File: src/rtl/wdt_pkg.sv
package wdt_pkg;

  // Field positions are software-visible and decoded by neighbours
  localparam int CTL_PER_LSB  = 30;
  localparam int CTL_RC_LSB   = 28;
  localparam int CTL_IE_BIT   = 27;
  localparam int CTL_EXT_LSB  = 17;
  localparam int STS_ARM_BIT  = 31;
  localparam int STS_PEND_BIT = 30;
  localparam int STS_RC_LSB   = 28;

  typedef struct packed {
    logic [1:0] per;
    logic [1:0] rcode;
    logic       irq_en;
    logic [3:0] per_ext;
  } wdt_ctl_t;

  typedef struct packed {
    logic       armed;
    logic       irq_pend;
    logic [1:0] rst_code;
  } wdt_sts_t;

  function automatic wdt_ctl_t ctl_unpack(input logic [31:0] d);
    wdt_ctl_t c;
    c.per     = d[CTL_PER_LSB +: 2];
    c.rcode   = d[CTL_RC_LSB +: 2];
    c.irq_en  = d[CTL_IE_BIT];
    c.per_ext = d[CTL_EXT_LSB +: 4];
    return c;
  endfunction

  function automatic logic [31:0] ctl_pack(input wdt_ctl_t c);
    logic [31:0] d;
    d = '0;
    d[CTL_PER_LSB +: 2]  = c.per;
    d[CTL_RC_LSB +: 2]   = c.rcode;
    d[CTL_IE_BIT]        = c.irq_en;
    d[CTL_EXT_LSB +: 4]  = c.per_ext;
    return d;
  endfunction

  function automatic logic [31:0] sts_pack(input wdt_sts_t s);
    logic [31:0] d;
    d = '0;
    d[STS_ARM_BIT]      = s.armed;
    d[STS_PEND_BIT]     = s.irq_pend;
    d[STS_RC_LSB +: 2]  = s.rst_code;
    return d;
  endfunction

  // Mask of status bits named by a write-one-to-clear access
  function automatic wdt_sts_t sts_clear_mask(input logic [31:0] d);
    wdt_sts_t m;
    m.armed    = d[STS_ARM_BIT];
    m.irq_pend = d[STS_PEND_BIT];
    m.rst_code = d[STS_RC_LSB +: 2];
    return m;
  endfunction

  // Extended tap: counted down from the top bit of a 64-bit time base
  function automatic logic [5:0] ext_tap(input logic [1:0] per, input logic [3:0] ext);
    return 6'd63 - {ext, per};
  endfunction

endpackage

File: src/rtl/wdt_ctl_reg.sv
module wdt_ctl_reg
  import wdt_pkg::*;
(
  input  logic        clk,
  input  logic        rst_n,
  input  logic        wr,
  input  logic [31:0] wdata,
  output wdt_ctl_t    ctl
);

  always_ff @(posedge clk or negedge rst_n) begin
    if (!rst_n) begin
      ctl <= '0;
    end else if (wr) begin
      ctl <= ctl_unpack(wdata);
    end
  end

endmodule

File: src/rtl/wdt_tap_edge.sv
module wdt_tap_edge
  import wdt_pkg::*;
#(
  parameter int TB_W     = 64,
  parameter bit EXT_MODE = 1'b1,
  parameter logic [4*$clog2(TB_W)-1:0] TAP_TABLE = {6'd41, 6'd37, 6'd33, 6'd29}
) (
  input  logic                     clk,
  input  logic                     rst_n,
  input  logic [TB_W-1:0]          tbase,
  input  wdt_ctl_t                 ctl,
  output logic [$clog2(TB_W)-1:0]  tap_idx,
  output logic                     tap_now,
  output logic                     tap_was,
  output logic                     timeout_evt
);

  localparam int TAP_W = $clog2(TB_W);

  logic [TB_W-1:0] tb_prev;

  generate
    if (EXT_MODE) begin : g_ext
      assign tap_idx = TAP_W'(ext_tap(ctl.per, ctl.per_ext));
    end else begin : g_tbl
      logic [3:0] unused_ext;
      assign unused_ext = ctl.per_ext;
      assign tap_idx = TAP_TABLE[ctl.per*TAP_W +: TAP_W];
    end
  endgenerate

  // Whole previous word kept so a tap change never fakes an edge
  always_ff @(posedge clk or negedge rst_n) begin
    if (!rst_n) tb_prev <= '0;
    else        tb_prev <= tbase;
  end

  assign tap_now     = tbase[tap_idx];
  assign tap_was     = tb_prev[tap_idx];
  assign timeout_evt = tap_now & ~tap_was;

endmodule

File: src/rtl/wdt_stage_fsm.sv
module wdt_stage_fsm
  import wdt_pkg::*;
(
  input  logic        clk,
  input  logic        rst_n,
  input  logic        timeout_evt,
  input  logic [1:0]  rcode,
  input  logic        sts_wr,
  input  logic [31:0] sts_wdata,
  input  logic        dbg_resume,
  output wdt_sts_t    sts,
  output logic        adv_arm,
  output logic        adv_pend,
  output logic        adv_rst,
  output logic [1:0]  rst_req
);

  wdt_sts_t clr;
  wdt_sts_t kept;
  wdt_sts_t nxt;

  always_comb begin
    clr = sts_wr ? sts_clear_mask(sts_wdata) : '0;
    if (dbg_resume) begin
      clr.armed    = 1'b1;
      clr.irq_pend = 1'b1;
      clr.rst_code = 2'b11;
    end
  end

  assign kept = wdt_sts_t'(sts & ~clr);

  // Stage step is decided from the status before this cycle's clears
  assign adv_arm  = timeout_evt & ~sts.armed;
  assign adv_pend = timeout_evt &  sts.armed & ~sts.irq_pend;
  assign adv_rst  = timeout_evt &  sts.armed &  sts.irq_pend & (rcode != 2'b00);

  always_comb begin
    nxt = kept;
    if (adv_arm)  nxt.armed    = 1'b1;
    if (adv_pend) nxt.irq_pend = 1'b1;
    if (adv_rst)  nxt.rst_code = rcode;
  end

  always_ff @(posedge clk or negedge rst_n) begin
    if (!rst_n) begin
      sts     <= '0;
      rst_req <= 2'b00;
    end else begin
      sts     <= nxt;
      rst_req <= adv_rst ? rcode : 2'b00;
    end
  end

endmodule

File: src/rtl/tap_watchdog.sv
module tap_watchdog
  import wdt_pkg::*;
#(
  parameter int TB_W     = 64,
  parameter bit EXT_MODE = 1'b1,
  parameter logic [4*$clog2(TB_W)-1:0] TAP_TABLE = {6'd41, 6'd37, 6'd33, 6'd29}
) (
  input  logic            clk,
  input  logic            rst_n,
  input  logic [TB_W-1:0] tbase_i,
  input  logic            ctl_wr_i,
  input  logic [31:0]     ctl_wdata_i,
  input  logic            sts_wr_i,
  input  logic [31:0]     sts_wdata_i,
  input  logic            dbg_resume_i,
  output logic [31:0]     ctl_q_o,
  output logic [31:0]     sts_q_o,
  output logic            wd_irq_o,
  output logic [1:0]      rst_req_o
);

  localparam int TAP_W = $clog2(TB_W);

  wdt_ctl_t         ctl;
  wdt_sts_t         sts;
  logic [TAP_W-1:0] tap_idx;
  logic             tap_now;
  logic             tap_was;
  logic             timeout_evt;
  logic             adv_arm;
  logic             adv_pend;
  logic             adv_rst;

  wdt_ctl_reg u_ctl (
    .clk   (clk),
    .rst_n (rst_n),
    .wr    (ctl_wr_i),
    .wdata (ctl_wdata_i),
    .ctl   (ctl)
  );

  wdt_tap_edge #(
    .TB_W      (TB_W),
    .EXT_MODE  (EXT_MODE),
    .TAP_TABLE (TAP_TABLE)
  ) u_tap (
    .clk         (clk),
    .rst_n       (rst_n),
    .tbase       (tbase_i),
    .ctl         (ctl),
    .tap_idx     (tap_idx),
    .tap_now     (tap_now),
    .tap_was     (tap_was),
    .timeout_evt (timeout_evt)
  );

  wdt_stage_fsm u_fsm (
    .clk         (clk),
    .rst_n       (rst_n),
    .timeout_evt (timeout_evt),
    .rcode       (ctl.rcode),
    .sts_wr      (sts_wr_i),
    .sts_wdata   (sts_wdata_i),
    .dbg_resume  (dbg_resume_i),
    .sts         (sts),
    .adv_arm     (adv_arm),
    .adv_pend    (adv_pend),
    .adv_rst     (adv_rst),
    .rst_req     (rst_req_o)
  );

  logic unused_dbg;
  assign unused_dbg = ^{tap_idx, tap_now, tap_was, adv_arm, adv_pend, adv_rst};

  assign ctl_q_o  = ctl_pack(ctl);
  assign sts_q_o  = sts_pack(sts);
  assign wd_irq_o = sts.irq_pend & ctl.irq_en;

endmodule

File: config.mk
export PLATFORM = sky130hd
export DESIGN_NAME = tap_watchdog
export DESIGN_NICKNAME = d
export VERILOG_FILES = /design/src/rtl/wdt_pkg.sv /design/src/rtl/wdt_ctl_reg.sv /design/src/rtl/wdt_tap_edge.sv /design/src/rtl/wdt_stage_fsm.sv /design/src/rtl/tap_watchdog.sv
export SDC_FILE = /design/constraint.sdc
export NUM_CORES = 1
export LEC_CHECK = 0
export BUFFER_PORTS_ARGS = -buffer_cell sky130_fd_sc_hd__buf_2
export CORE_MARGIN = 2
export CORE_UTILIZATION = 45
export DETAILED_ROUTE_END_ITERATION = 8
export GPL_TIMING_DRIVEN = 1
export HOLD_SLACK_MARGIN = 0.08
export PLACE_DENSITY = 0.93
export SLEW_MARGIN = 10
export SYNTH_ARGS = -nofsm -noshare
export SYNTH_HDL_FRONTEND = slang
export SYNTH_SLANG_ARGS = --single-unit
File: constraint.sdc
create_clock -name clk -period 2.2 [get_ports clk]
set_input_delay 0.22 -clock clk [delete_from_list [all_inputs] [get_ports clk]]
set_output_delay 0.22 -clock clk [all_outputs]
set_load 0.05 [all_outputs]
## Yosys cells after proc, flatten, opt, wreduce, memory -nomap -nowiden

Cells that the tools add are included.

| word-level totals | value |
|---|---|
| output and inout bits | 67 |
| input bits | 133 |
| logic and storage cells | 34 |
| register bits after elaboration | 79 |

| operators by class | value |
|---|---|
| reductions and logical operators | 1 |
| order comparisons | 1 |
| multiplexer cells | 10 |
| bitwise logic cells | 12 |
| add/subtract/negate cells | 1 |

Operators by type and width:

| cell | count |
|---|---|
| $bmux W1 S6 | 2 |
| $mux W4 | 2 |
| $and A1 B1 Y1 | 7 |
| $lt A6 B7 Y1 const B | 1 |
| $sub A6 B6 Y6 const A | 1 |
| $and A4 B4 Y4 | 1 |
| $mux W1 | 4 |
| $mux W2 | 2 |
| $not A4 Y4 | 1 |
| $not A1 Y1 | 3 |
| $reduce_bool A2 Y1 | 1 |

## Depth between registers and ports, before layout

Gate-level depths: netlist (run 1).

| depth | value |
|---|---|
| depth after elaboration | 9 |
| mapped depth | 10 |
| depth with buffers taken out | 7 |

## Modules after synthesis

A second synthesis (run 1) with hierarchy kept.

| second synthesis, totals | value |
|---|---|
| cell total of the unflattened synthesis | 254 |
| area, all modules | 3781.1 sq um |

Modules (own cells, without submodules):

| module | times used | area an instance (sq um) | cells an instance | sequential area each (sq um) |
|---|---|---|---|---|
| wdt_tap_edge | 1 | 2760.1 | 159 | 1601.5 |
| tap_watchdog | 1 | 392.9 | 53 | 0.0 |
| wdt_ctl_reg | 1 | 371.6 | 19 | 225.2 |
| wdt_stage_fsm | 1 | 256.5 | 23 | 150.1 |

## Worst setup path before layout (run 1)

Ideal clock, no wire load.

| timing | value |
|---|---|
| path kind | register -> register |
| start | register, netlist name u_ctl.ctl[7] |
| end | register, netlist name u_fsm.sts[0] |
| required time | 2121 ps |
| data arrival time | 2206 ps |
| library setup time | 79 ps |
| cell stages (with the launch flop) | 9 |
| path slack | -85 ps |
| period minus slack after synthesis | 2285 ps |
| buffers on the path | 1 |
| path through | dfrtp_1 > buf_6 > and4b_1 > or3_1 > o32a_1 > a41oi_1 > o31ai_4 > nand4_2 > mux2i_1 |

==> results of run 1 <==
registers in the layout, summed over array words and instances (netlist names):
signal,cells
u_tap.tb_prev,64
u_fsm.rst_req,2
u_ctl.ctl,9
u_fsm.sts,4
power breakdown:
| group | switching [mW] | leakage [nW] | internal, mW |
|---|---|---|---|
| clock network | 0.556 | 0.111 | 0.653 |
| registers | 0.0759 | 0.929 | 1.55 |
| logic | 0.713 | 1.50 | 0.416 |
what timing repair did:
action / in CTS / in global routing
pin swaps: 7 / 12
cloned: 0 / 1
hold buffers: 66 / 0
endpoints found under the setup margin: 6 / 6
setup buffers: 5 / 0
resized for setup: 25 / 22
endpoints found under the hold margin: 120 / 0
critical path, delay by kind of cell (launching register included):
kind	cells	cell delay, ps
compound gates	4	790
simple gates	3	540
buf+inv	3	450
flops	1	440
cell type report:
class / instances / area [um2] / share of cell area, %
clock buffer: 9 / 124 / 2.30
clock inverter: 7 / 103 / 1.91
inverter: 18 / 67.6 / 1.25
multi-input combinational: 217 / 1520 / 28.1
sequential: 79 / 1980 / 36.8
tap: 102 / 128 / 2.37
timing repair buffer: 197 / 1470 / 27.2
cells by family (layout without fill, tap and decap cells):
logic type / count (synthesis) / after routing / synth area share (%)
multiplexers: 8 / 8 / 2.42
AO/OA/AOI/OAI: 55 / 55 / 11.6
buffers and inverters: 81 / 231 / 14.4
other: 1 / 51 / 0.103
AND/OR/NAND/NOR: 103 / 103 / 16.9
flip-flops: 79 / 79 / 54.6
worst min path at each step:
stage / endpoint / start / cells after the start / slack (ps)
2_1_floorplan: u_ctl.ctl[0]$_DFFE_PN0P_ / rst_n / 0 / -80
3_3_place_gp: u_tap.tb_prev[11]$_DFF_PN0_ / rst_n / 1 / 310
3_5_place_dp: u_tap.tb_prev[12]$_DFF_PN0_ / rst_n / 1 / 320
4_1_cts: u_ctl.ctl[6]$_DFFE_PN0P_ / ctl_wdata_i[29] / 3 / 80
5_1_grt: u_ctl.ctl[4]$_DFFE_PN0P_ / ctl_wdata_i[27] / 2 / 100
6_report: u_ctl.ctl[4]$_DFFE_PN0P_ / ctl_wdata_i[27] / 2 / 100
routing by layer:
layer	track usage [%]	share of wire (%)	vias up	routed length, um
met3	4.09	6.0	18	627
met5	0	0	-	0
li1	-	-	1431	-
met4	8.70	2.1	0	218
met2	46.6	54	168	5660
met1	26.3	38	1563	3980
placed cells by master (no fill, tap or decap), types with 2 or more instances in the layout:
cell           Yosys  routed
and4b_1            2       2
buf_12             0       2
a21oi_1            6       4
a211oi_1           2       2
a21oi_2            0       2
dlygate4sd3_1      0      66
buf_2              6      96
nor4bb_1           2       2
nand3_1            5       5
clkbuf_8           0       9
bufinv_16          0       2
dfrtp_1           79      75
buf_6              2       3
nor3_2             0       3
nor2b_1           11      11
buf_4             52      28
o31ai_1            3       2
mux2i_1            2       2
inv_1             18      18
nor2_1            16      14
dfrtp_2            0       4
nor2_2             0       2
nor3b_4            0       4
o21ai_1            2       5
o32ai_2            0       2
nand3b_1           6       6
nor3b_2            2       8
mux2_2             6       6
o21ai_0           15      12
conb_1             1      51
inv_6              0       3
or3_1              2       2
nor3_1            14      10
nand2b_1           7       6
o221ai_1           2       2
o32a_1             3       3
nor3b_1           17       7
o32ai_1            4       2
nand2_1           13      13
stage by stage:
stage / cell area (um2) / setup slack (ps) / hold WS, ps
6_report: 5380 / -125 / 104
2_1_floorplan: 3820 / 23.4 / -75.6
3_5_place_dp: 4210 / -298 / 321
4_1_cts: 5260 / -90.6 / 80.9
5_1_grt: 5380 / -218 / 102
3_3_place_gp: 4210 / -104 / 314
==> impl_metrics.toml, run 1 <==
[sta]
setup_tns_ps = -465
setup_viol = 5
fmax_mhz = 430
fin_skew_ps = 6.50
worst_slew_pin_slew_ps = 719
maxSlewHeadroom_pct = 52.0
worst_slack_ps = -125
grt_setup_unrepaired = "true"
fin_crit_sh_pct = 106
hold_viol_final = 0
layout_min_cycle_time_ps = 2320
slew_viol_final = 0

[synth]
synthCells = 327
synth_area_leaders = "dfrtp_1, buf_4, nor3b_1"
ys_seq_elements = 79
synth_edf_count = 0
ys_warn_count = 0
yosysSeqAreaShare_pct = 54.6
yosys-top-cells-count = "dfrtp_1, buf_4, inv_1"
yosys_most_used_dff = "dfrtp_1"
avgSynthCellArea_um2 = 11.1
synth.most_common_cell = "dfrtp_1"
synth_cell_type_count = 52
netlist_area_um2 = 3620
yosys.area.top_type = "dfrtp_1"
synth_top_area_share_pct = 54.6
synth-async-reset-ratio_pct = 100

[global_route]
grt_usage_pct = 24.2
grt_pass1_vias = 3428
grt_start_max_net_pins = 58
grt_overflow = 0
grt_pass1_wl_mm = 16.2
antenna_found_initial = 0

[floorplan]
die_y_um = 93.7
die-area_um2 = 8790
fp-row-count = 32
initial_core_util_pct = 46.6
core_area_um2 = 7770
fp.dieW_um = 93.7
io_pins = 200

[finish]
utilization_pct = 69.3
n_antenna_cell = 0
nNetsFinal = 655
nFillCells = 543
syn_to_final_growth_pct = 48.6
layout-drive-gt1-share_pct = 36.2
finalNonFillerCells = 629

[worst_setup_path]
start_kind = "flop"
cp.arrival_ps = 2560
timing.rr.start = "u_ctl.ctl[7]$_DFFE_PN0P_"
worstPathCellList = "buf_8 > buf_12 > and4b_1 > or3_1 > o32a_1 > a41oi_2 > o31ai_4 > buf_4 > nand3_1 > o21ai_1"
r2r-end = "u_fsm.sts[3]$_DFF_PN0_"
cpPeakStageDelay_ps = 440
crit_path_end_kind = "flop"
rrSetupSlack_ps = -120
endpoint = "u_fsm.sts[3]$_DFF_PN0_"
reg2reg_depth = 10
setup.worst_path.start = "u_ctl.ctl[7]$_DFFE_PN0P_"
cp_data_required_time_ps = 2430
cp_slowest_cell = "dfrtp_2"
crit_type = "flop to flop"
crit_fanout = 7

[clocking]
numClockSinks = 79
clkTransAtPathRegs_ps = 90
cts.path.max_buffers = 2
cts_buffers = 9
ctsHtreeMaxLevel = 3
cts_tree = "done"
cts_root_buffer = "clkbuf_8"
clock_latency_ps = 350

[detailed_routing]
drc = 0
num_vias = 3180
first_pass_iters = 4
ant_nets = 0
drt-vias-per-instance = 5.06
finalWirelength_mm = 10.5
post_drt_wl_per_cell_um = 16.7
first_iter_violations = 129

[placement]
routabilityCongestion = 0.920
hpwlAfterDp_mm = 6.40
portBuffers = 97
dp.cells = 541

[power]
power.density_nw_per_um2 = 736
p_leak_nw = 2.54
p_total_mw = 3.96
irDropWorstVdd_mv = 0.554

[job]
maxCapViolCount = 0

[worst_hold_path]
hold_path_class = "primary input to flop"

[outcome]
status = "complete, but fails checks"
violations = "negative setup slack"
Power figures use the tool's default switching activity.
==> run 2, diff against run 1 <==
Settings changed: CELL_PAD_IN_SITES_DETAIL_PLACEMENT set to 0, CELL_PAD_IN_SITES_GLOBAL_PLACEMENT set to 1, CORE_UTILIZATION 45 to 33.
==> run 2 against run 1 <==
The flow still finishes with violations (negative setup slack). Maximum frequency fell by 2.0%. Largest cell class unchanged. Power is 7.4% lower. Sequential share of layout area up 0.094 points. Highest routed layer is now met5.
==> impl_metrics.toml, run 2 (synthesis gave the netlist of run 1 again) <==
[floorplan]
core_area_um2 = 10800
fp-row-count = 38
io_pins = 200
die_y_um = 109
initial_core_util_pct = 33.6
fp.dieW_um = 109
die-area_um2 = 11800

[finish]
largest-register = "u_tap.tb_prev"
final_cell_mix = "buf_2, dfrtp_1, dlygate4sd3_1"
final_common_cell = "buf_2"
reg_top3 = "u_tap.tb_prev x64, u_ctl.ctl x9, u_fsm.sts x4"
nNetsFinal = 665
largest_reg_flops = 64
nFillCells = 990
n_antenna_cell = 0
syn_to_final_growth_pct = 48.2
finalNonFillerCells = 676
layout-drive-gt1-share_pct = 35.1

[worst_setup_path]
timing.rr.start = "u_ctl.ctl[7]$_DFFE_PN0P_"
cpPeakStageDelay_ps = 480
rrSetupSlack_ps = -170
cp_slowest_cell = "dfrtp_2"
start_kind = "flop"
cp.arrival_ps = 2640
cp_data_required_time_ps = 2470
endpoint = "u_fsm.sts[2]$_DFF_PN0_"
crit_type = "flop to flop"
crit_fanout = 6
crit_path_end_kind = "flop"
cp_top_family = "compound AO/OA/AOI/OAI gates"
setup.worst_path.start = "u_ctl.ctl[7]$_DFFE_PN0P_"
worstPathCellList = "buf_8 > nor3b_4 > nor2_4 > o41ai_4 > o31ai_2 > a2111oi_4 > buf_4 > nand4_1 > o21ai_1"
worst-path-stages = 9
crit_buf_inv = 2
reg2reg_depth = 9
r2r-end = "u_fsm.sts[2]$_DFF_PN0_"

[detailed_routing]
drc = 0
num_vias = 3030
first_iter_violations = 89
finalWirelength_mm = 9.99
post_drt_wl_per_cell_um = 14.8
ant_nets = 0
first_pass_iters = 4
drt-vias-per-instance = 4.48

[clocking]
cts_root_buffer = "clkbuf_8"
clock_latency_ps = 350
cts.path.max_buffers = 2
cts_buffers = 9
clkTransAtPathRegs_ps = 80
numClockSinks = 79
ctsHtreeMaxLevel = 3
cts_tree = "done"

[job]
maxCapViolCount = 0

[power]
p_total_mw = 3.67
p_sw_share_pct = 34.9
netSwitchingPower_mw = 1.28
power_frac_clock_pct = 25.7
power_frac_seq_pct = 44.4
irDropWorstVdd_mv = 0.423
power.density_nw_per_um2 = 683
combPwrFrac_pct = 29.9
p_leak_nw = 2.53
internal_power_mw = 2.39

[sta]
setup_viol = 6
maxSlewHeadroom_pct = 66.0
slew_viol_final = 0
fin_crit_sh_pct = 108
fmax_mhz = 422
hold_ws_ps = 104
grt_setup_unrepaired = "true"
worst_slew_pin_slew_ps = 511
fin_skew_ps = 6.36
layout_min_cycle_time_ps = 2370
hold_viol_final = 0
worst_slack_ps = -171

[global_route]
grt_pass1_vias = 3162
antenna_found_initial = 1
grt_usage_pct = 17.4
grt_overflow = 0
grt_pass1_wl_mm = 15.5
grt_start_max_net_pins = 39

[placement]
portBuffers = 97
routabilityCongestion = 0.834
dp.cells = 583
hpwlAfterDp_mm = 7.01
place_ws_ps = -271

[outcome]
status = "complete, but fails checks"
violations = "negative setup slack"

[worst_hold_path]
hold_path_class = "primary input to flop"
==> run 2: cell types whose count changed in the layout (fill, tap and decap cells not counted), sizes merged <==
cell and delta:
buf +7, clkinv +2, inv -3, clkbuf +1, dlygate4sd3 +4, bufinv -2
==> run 2: worst reg2reg max path: cells and delay by family (launching register included) <==
kind	cells	cell delay (ps)
AOI/OAI and AO/OA	4	1100
DFF	1	480
and+or+nand+nor	3	350
buffers and inverters	2	360
==> run 2: worst min-delay path by stage <==
| stage | startpoint | endpoint | slack [ps] | depth (start not counted) |
|---|---|---|---|---|
| detailed placement | rst_n | u_tap.tb_prev[50]$_DFF_PN0_ | 230 | 1 |
| global route | ctl_wdata_i[27] | u_ctl.ctl[4]$_DFFE_PN0P_ | 80 | 2 |
| CTS | ctl_wdata_i[20] | u_ctl.ctl[3]$_DFFE_PN0P_ | 80 | 2 |
| floorplan | rst_n | u_ctl.ctl[0]$_DFFE_PN0P_ | -80 | 0 |
| global placement | rst_n | u_tap.tb_prev[49]$_DFF_PN0_ | 220 | 1 |
| finish | ctl_wdata_i[27] | u_ctl.ctl[4]$_DFFE_PN0P_ | 100 | 2 |
==> run 2: per-stage QoR <==
stage | util (%) | TNS, ps | area [um2]
after detailed placement | 39.6 | -1090 | 4280
after global placement | 39.6 | -624 | 4280
after floorplan | - | 0 | 3820
after global routing | 49.8 | -1410 | 5370
final | 49.8 | -567 | 5370
after CTS | 48.5 | -411 | 5240
==> run 2: routing by layer <==
metal  track usage [%]  share of wire, %  vias to the layer above
met5                 0              0.11                        -
met4              6.32               2.0                        2
met3              4.72               5.1                       24
met2              29.9                52                      101
met1              20.8                41                     1461
li1                  -                 -                     1442
==> run 2: cell type report <==
| class | count | area (um2) | area share, % |
|---|---|---|---|
| timing repair buffer | 207 | 1510 | 28.2 |
| tap | 140 | 175 | 3.26 |
| sequential | 79 | 1980 | 36.9 |
| clock inverter | 4 | 22.5 | 0.419 |
| clock buffer | 11 | 141 | 2.63 |
| inverter | 18 | 67.6 | 1.26 |
| multi-input combinational | 217 | 1470 | 27.4 |
==> run 2: power by group through the flow <==
stage                     combinational, mW  clock [mW]  sequential (mW)
after detailed placement              0.908           0             1.66
after floorplan                       0.555           0             1.76
after CTS                              1.05       0.972             1.62
final                                  1.10       0.944             1.63
after global routing                   1.18        1.04             1.64
after global placement                0.889           0             1.65
==> run 2: what timing repair did <==
item                                   4_1_cts  5_1_grt
setup endpoints to repair                    6        6
endpoints found under the hold margin      104        1
hold buffers                                69        1
gates resized for setup                     17       19
setup buffers                                4        5
pin swaps                                    7       11
==> run 3, diff against run 2 <==
Settings changed: CORE_UTILIZATION 33 to 34, CTS_BUF_LIST set to sky130_fd_sc_hd__clkbuf_8, PLACE_DENSITY 0.93 to 0.95.
==> run 3 against run 2 <==
The flow still finishes with violations (negative setup slack). Register-to-register slack gained 20 ps. Setup slack better by 24 ps. Sequential cell count did not move. Clock skew up 4.0 ps. Count of clock-buffer cells in the layout shrank 2. Hold slack got worse by 11 ps. Final area shrank 0.58%. Clock power is 35% higher. Critical path type unchanged. Highest routed layer unchanged.
==> impl_metrics.toml, run 3 (synthesis gave the netlist of run 1 again) <==
[worst_setup_path]
start_kind = "flop"
crit_path_end_kind = "flop"
critPathMostFrequentCell = "buf_4"
crit_buf_inv = 3
worstPathCellList = "buf_4 > buf_4 > o32a_1 > a21oi_2 > nor3_1 > o31ai_4 > buf_4 > nand4_1 > o21ai_1"
crit_type = "flop to flop"
crit_fanout = 15
cp_data_required_time_ps = 2480
cp_top_family = "compound AO/OA/AOI/OAI gates"
cp_slowest_cell = "dfrtp_2"
cpPeakStageDelay_ps = 510
cp.arrival_ps = 2630

[placement]
portBuffers = 97
hpwlAfterDp_mm = 6.57
place_ws_ps = -211
routabilityCongestion = 0.871

[clocking]
numClockSinks = 79
clkTransAtPathRegs_ps = 90
cts_tree = "done"
cts_root_buffer = "clkbuf_8"
ctsHtreeMaxLevel = 3
clock_latency_ps = 360
cts.path.max_buffers = 2
cts_buffers = 9

[global_route]
grt_pass1_vias = 3066
grt_pass1_wl_mm = 14.7
antenna_found_initial = 1
grt_usage_pct = 17.0
grt_start_max_net_pins = 53
grt_overflow = 0

[sta]
worst_slew_pin_slew_ps = 665
fin_skew_ps = 10.3
setup_tns_ps = -592
worst_slack_ps = -147
fin_crit_sh_pct = 107
slew_viol_final = 0
hold_viol_final = 0
grt_setup_unrepaired = "true"
setup_viol = 6
maxSlewHeadroom_pct = 55.7
layout_min_cycle_time_ps = 2350
fmax_mhz = 426

[floorplan]
die_y_um = 107
io_pins = 200
fp.dieW_um = 107
die-area_um2 = 11500
core_area_um2 = 10300
fp-row-count = 37
initial_core_util_pct = 35.1

[outcome]
violations = "negative setup slack"
status = "complete, but fails checks"

[finish]
nFillCells = 958
final_common_cell = "buf_2"
layout-drive-gt1-share_pct = 33.4
final_cell_mix = "buf_2, dfrtp_1, dlygate4sd3_1"
n_antenna_cell = 0
largest_reg_flops = 64
syn_to_final_growth_pct = 47.3
largest-register = "u_tap.tb_prev"
nNetsFinal = 658
reg_top3 = "u_tap.tb_prev x64, u_ctl.ctl x9, u_fsm.sts x4"

[detailed_routing]
drc = 0
first_pass_iters = 4
post_drt_wl_per_cell_um = 14.7
num_vias = 2981
first_iter_violations = 81
drt-vias-per-instance = 4.48
ant_nets = 0
finalWirelength_mm = 9.82

[power]
power.density_nw_per_um2 = 742
p_leak_nw = 2.53
irDropWorstVdd_mv = 0.310

[worst_hold_path]
hold_path_class = "primary input to flop"

[job]
maxCapViolCount = 0
==> run 3: power by group <==
group          switching [mW]  leakage (nW)  internal [mW]
Clock                   0.531         0.127          0.740
Sequential             0.0710         0.929           1.55
Combinational           0.679          1.47          0.389
==> run 3: metal layers <==
layer	wire length [um]	track usage, %	vias to the layer above
li1	-	-	1432
met1	4230	20.6	1438
met2	5020	28.9	94
met3	434	4.50	15
met4	119	6.40	2
met5	16	0	-
==> run 3: final timing paths <==
path | startpoint | to | slack [ps] | cells past startpoint
setup / recovery | u_ctl.ctl[7]$_DFFE_PN0P_ | u_fsm.sts[2]$_DFF_PN0_ | -150 | 9
hold / removal | ctl_wdata_i[19] | u_ctl.ctl[2]$_DFFE_PN0P_ | 90 | 2
setup reg to reg | u_ctl.ctl[7]$_DFFE_PN0P_ | u_fsm.sts[2]$_DFF_PN0_ | -150 | 9
hold reg to reg | u_fsm.sts[2]$_DFF_PN0_ | u_fsm.sts[2]$_DFF_PN0_ | 530 | 1
max in group asynchronous | rst_n | u_tap.tb_prev[44]$_DFF_PN0_ | 1060 | 3
min in group asynchronous | rst_n | u_tap.tb_prev[11]$_DFF_PN0_ | 430 | 2
==> run 3: through the flow <==
step                cell area (um2)  util, %  power (mW)  instances  hold WS (ps)
finish                         5340     51.7        3.96        666          93.8
global route                   5340     51.7        4.15        666          82.9
CTS                            5230     50.7        3.96        663          81.1
detailed placement             4240     41.1        2.56        575           310
global placement               4240     41.1        2.54        575           293
floorplan                      3820        -        2.31        377         -75.6
==> run 3: cell type report <==
cell class,instances,area [um2],share of cell area [%]
Clock buffer,9,124,2.32
Clock inverter,7,106,1.99
Inverter,18,67.6,1.27
Multi-Input combinational cell,217,1440,26.9
Sequential cell,79,1980,37.1
Tap cell,136,170,3.19
Timing Repair Buffer,200,1450,27.2
==> run 3: what timing repair did <==
| item | 4_1_cts | 5_1_grt |
|---|---|---|
| pin swaps | 4 | 4 |
| endpoints found under the setup margin | 6 | 6 |
| gates cloned | 0 | 0 |
| resized for setup | 10 | 17 |
| setup buffers | 3 | 2 |
| endpoints found under the hold margin | 118 | 1 |
| hold buffers | 69 | 1 |
==> run 3: worst register-to-register path, stage by stage (launching register included) <==
cell,delay [ps]
dfrtp_2,510
buf_4,200
buf_4,190
o32a_1,370
a21oi_2,180
nor3_1,90
o31ai_4,320
buf_4,170
nand4_1,80
o21ai_1,140
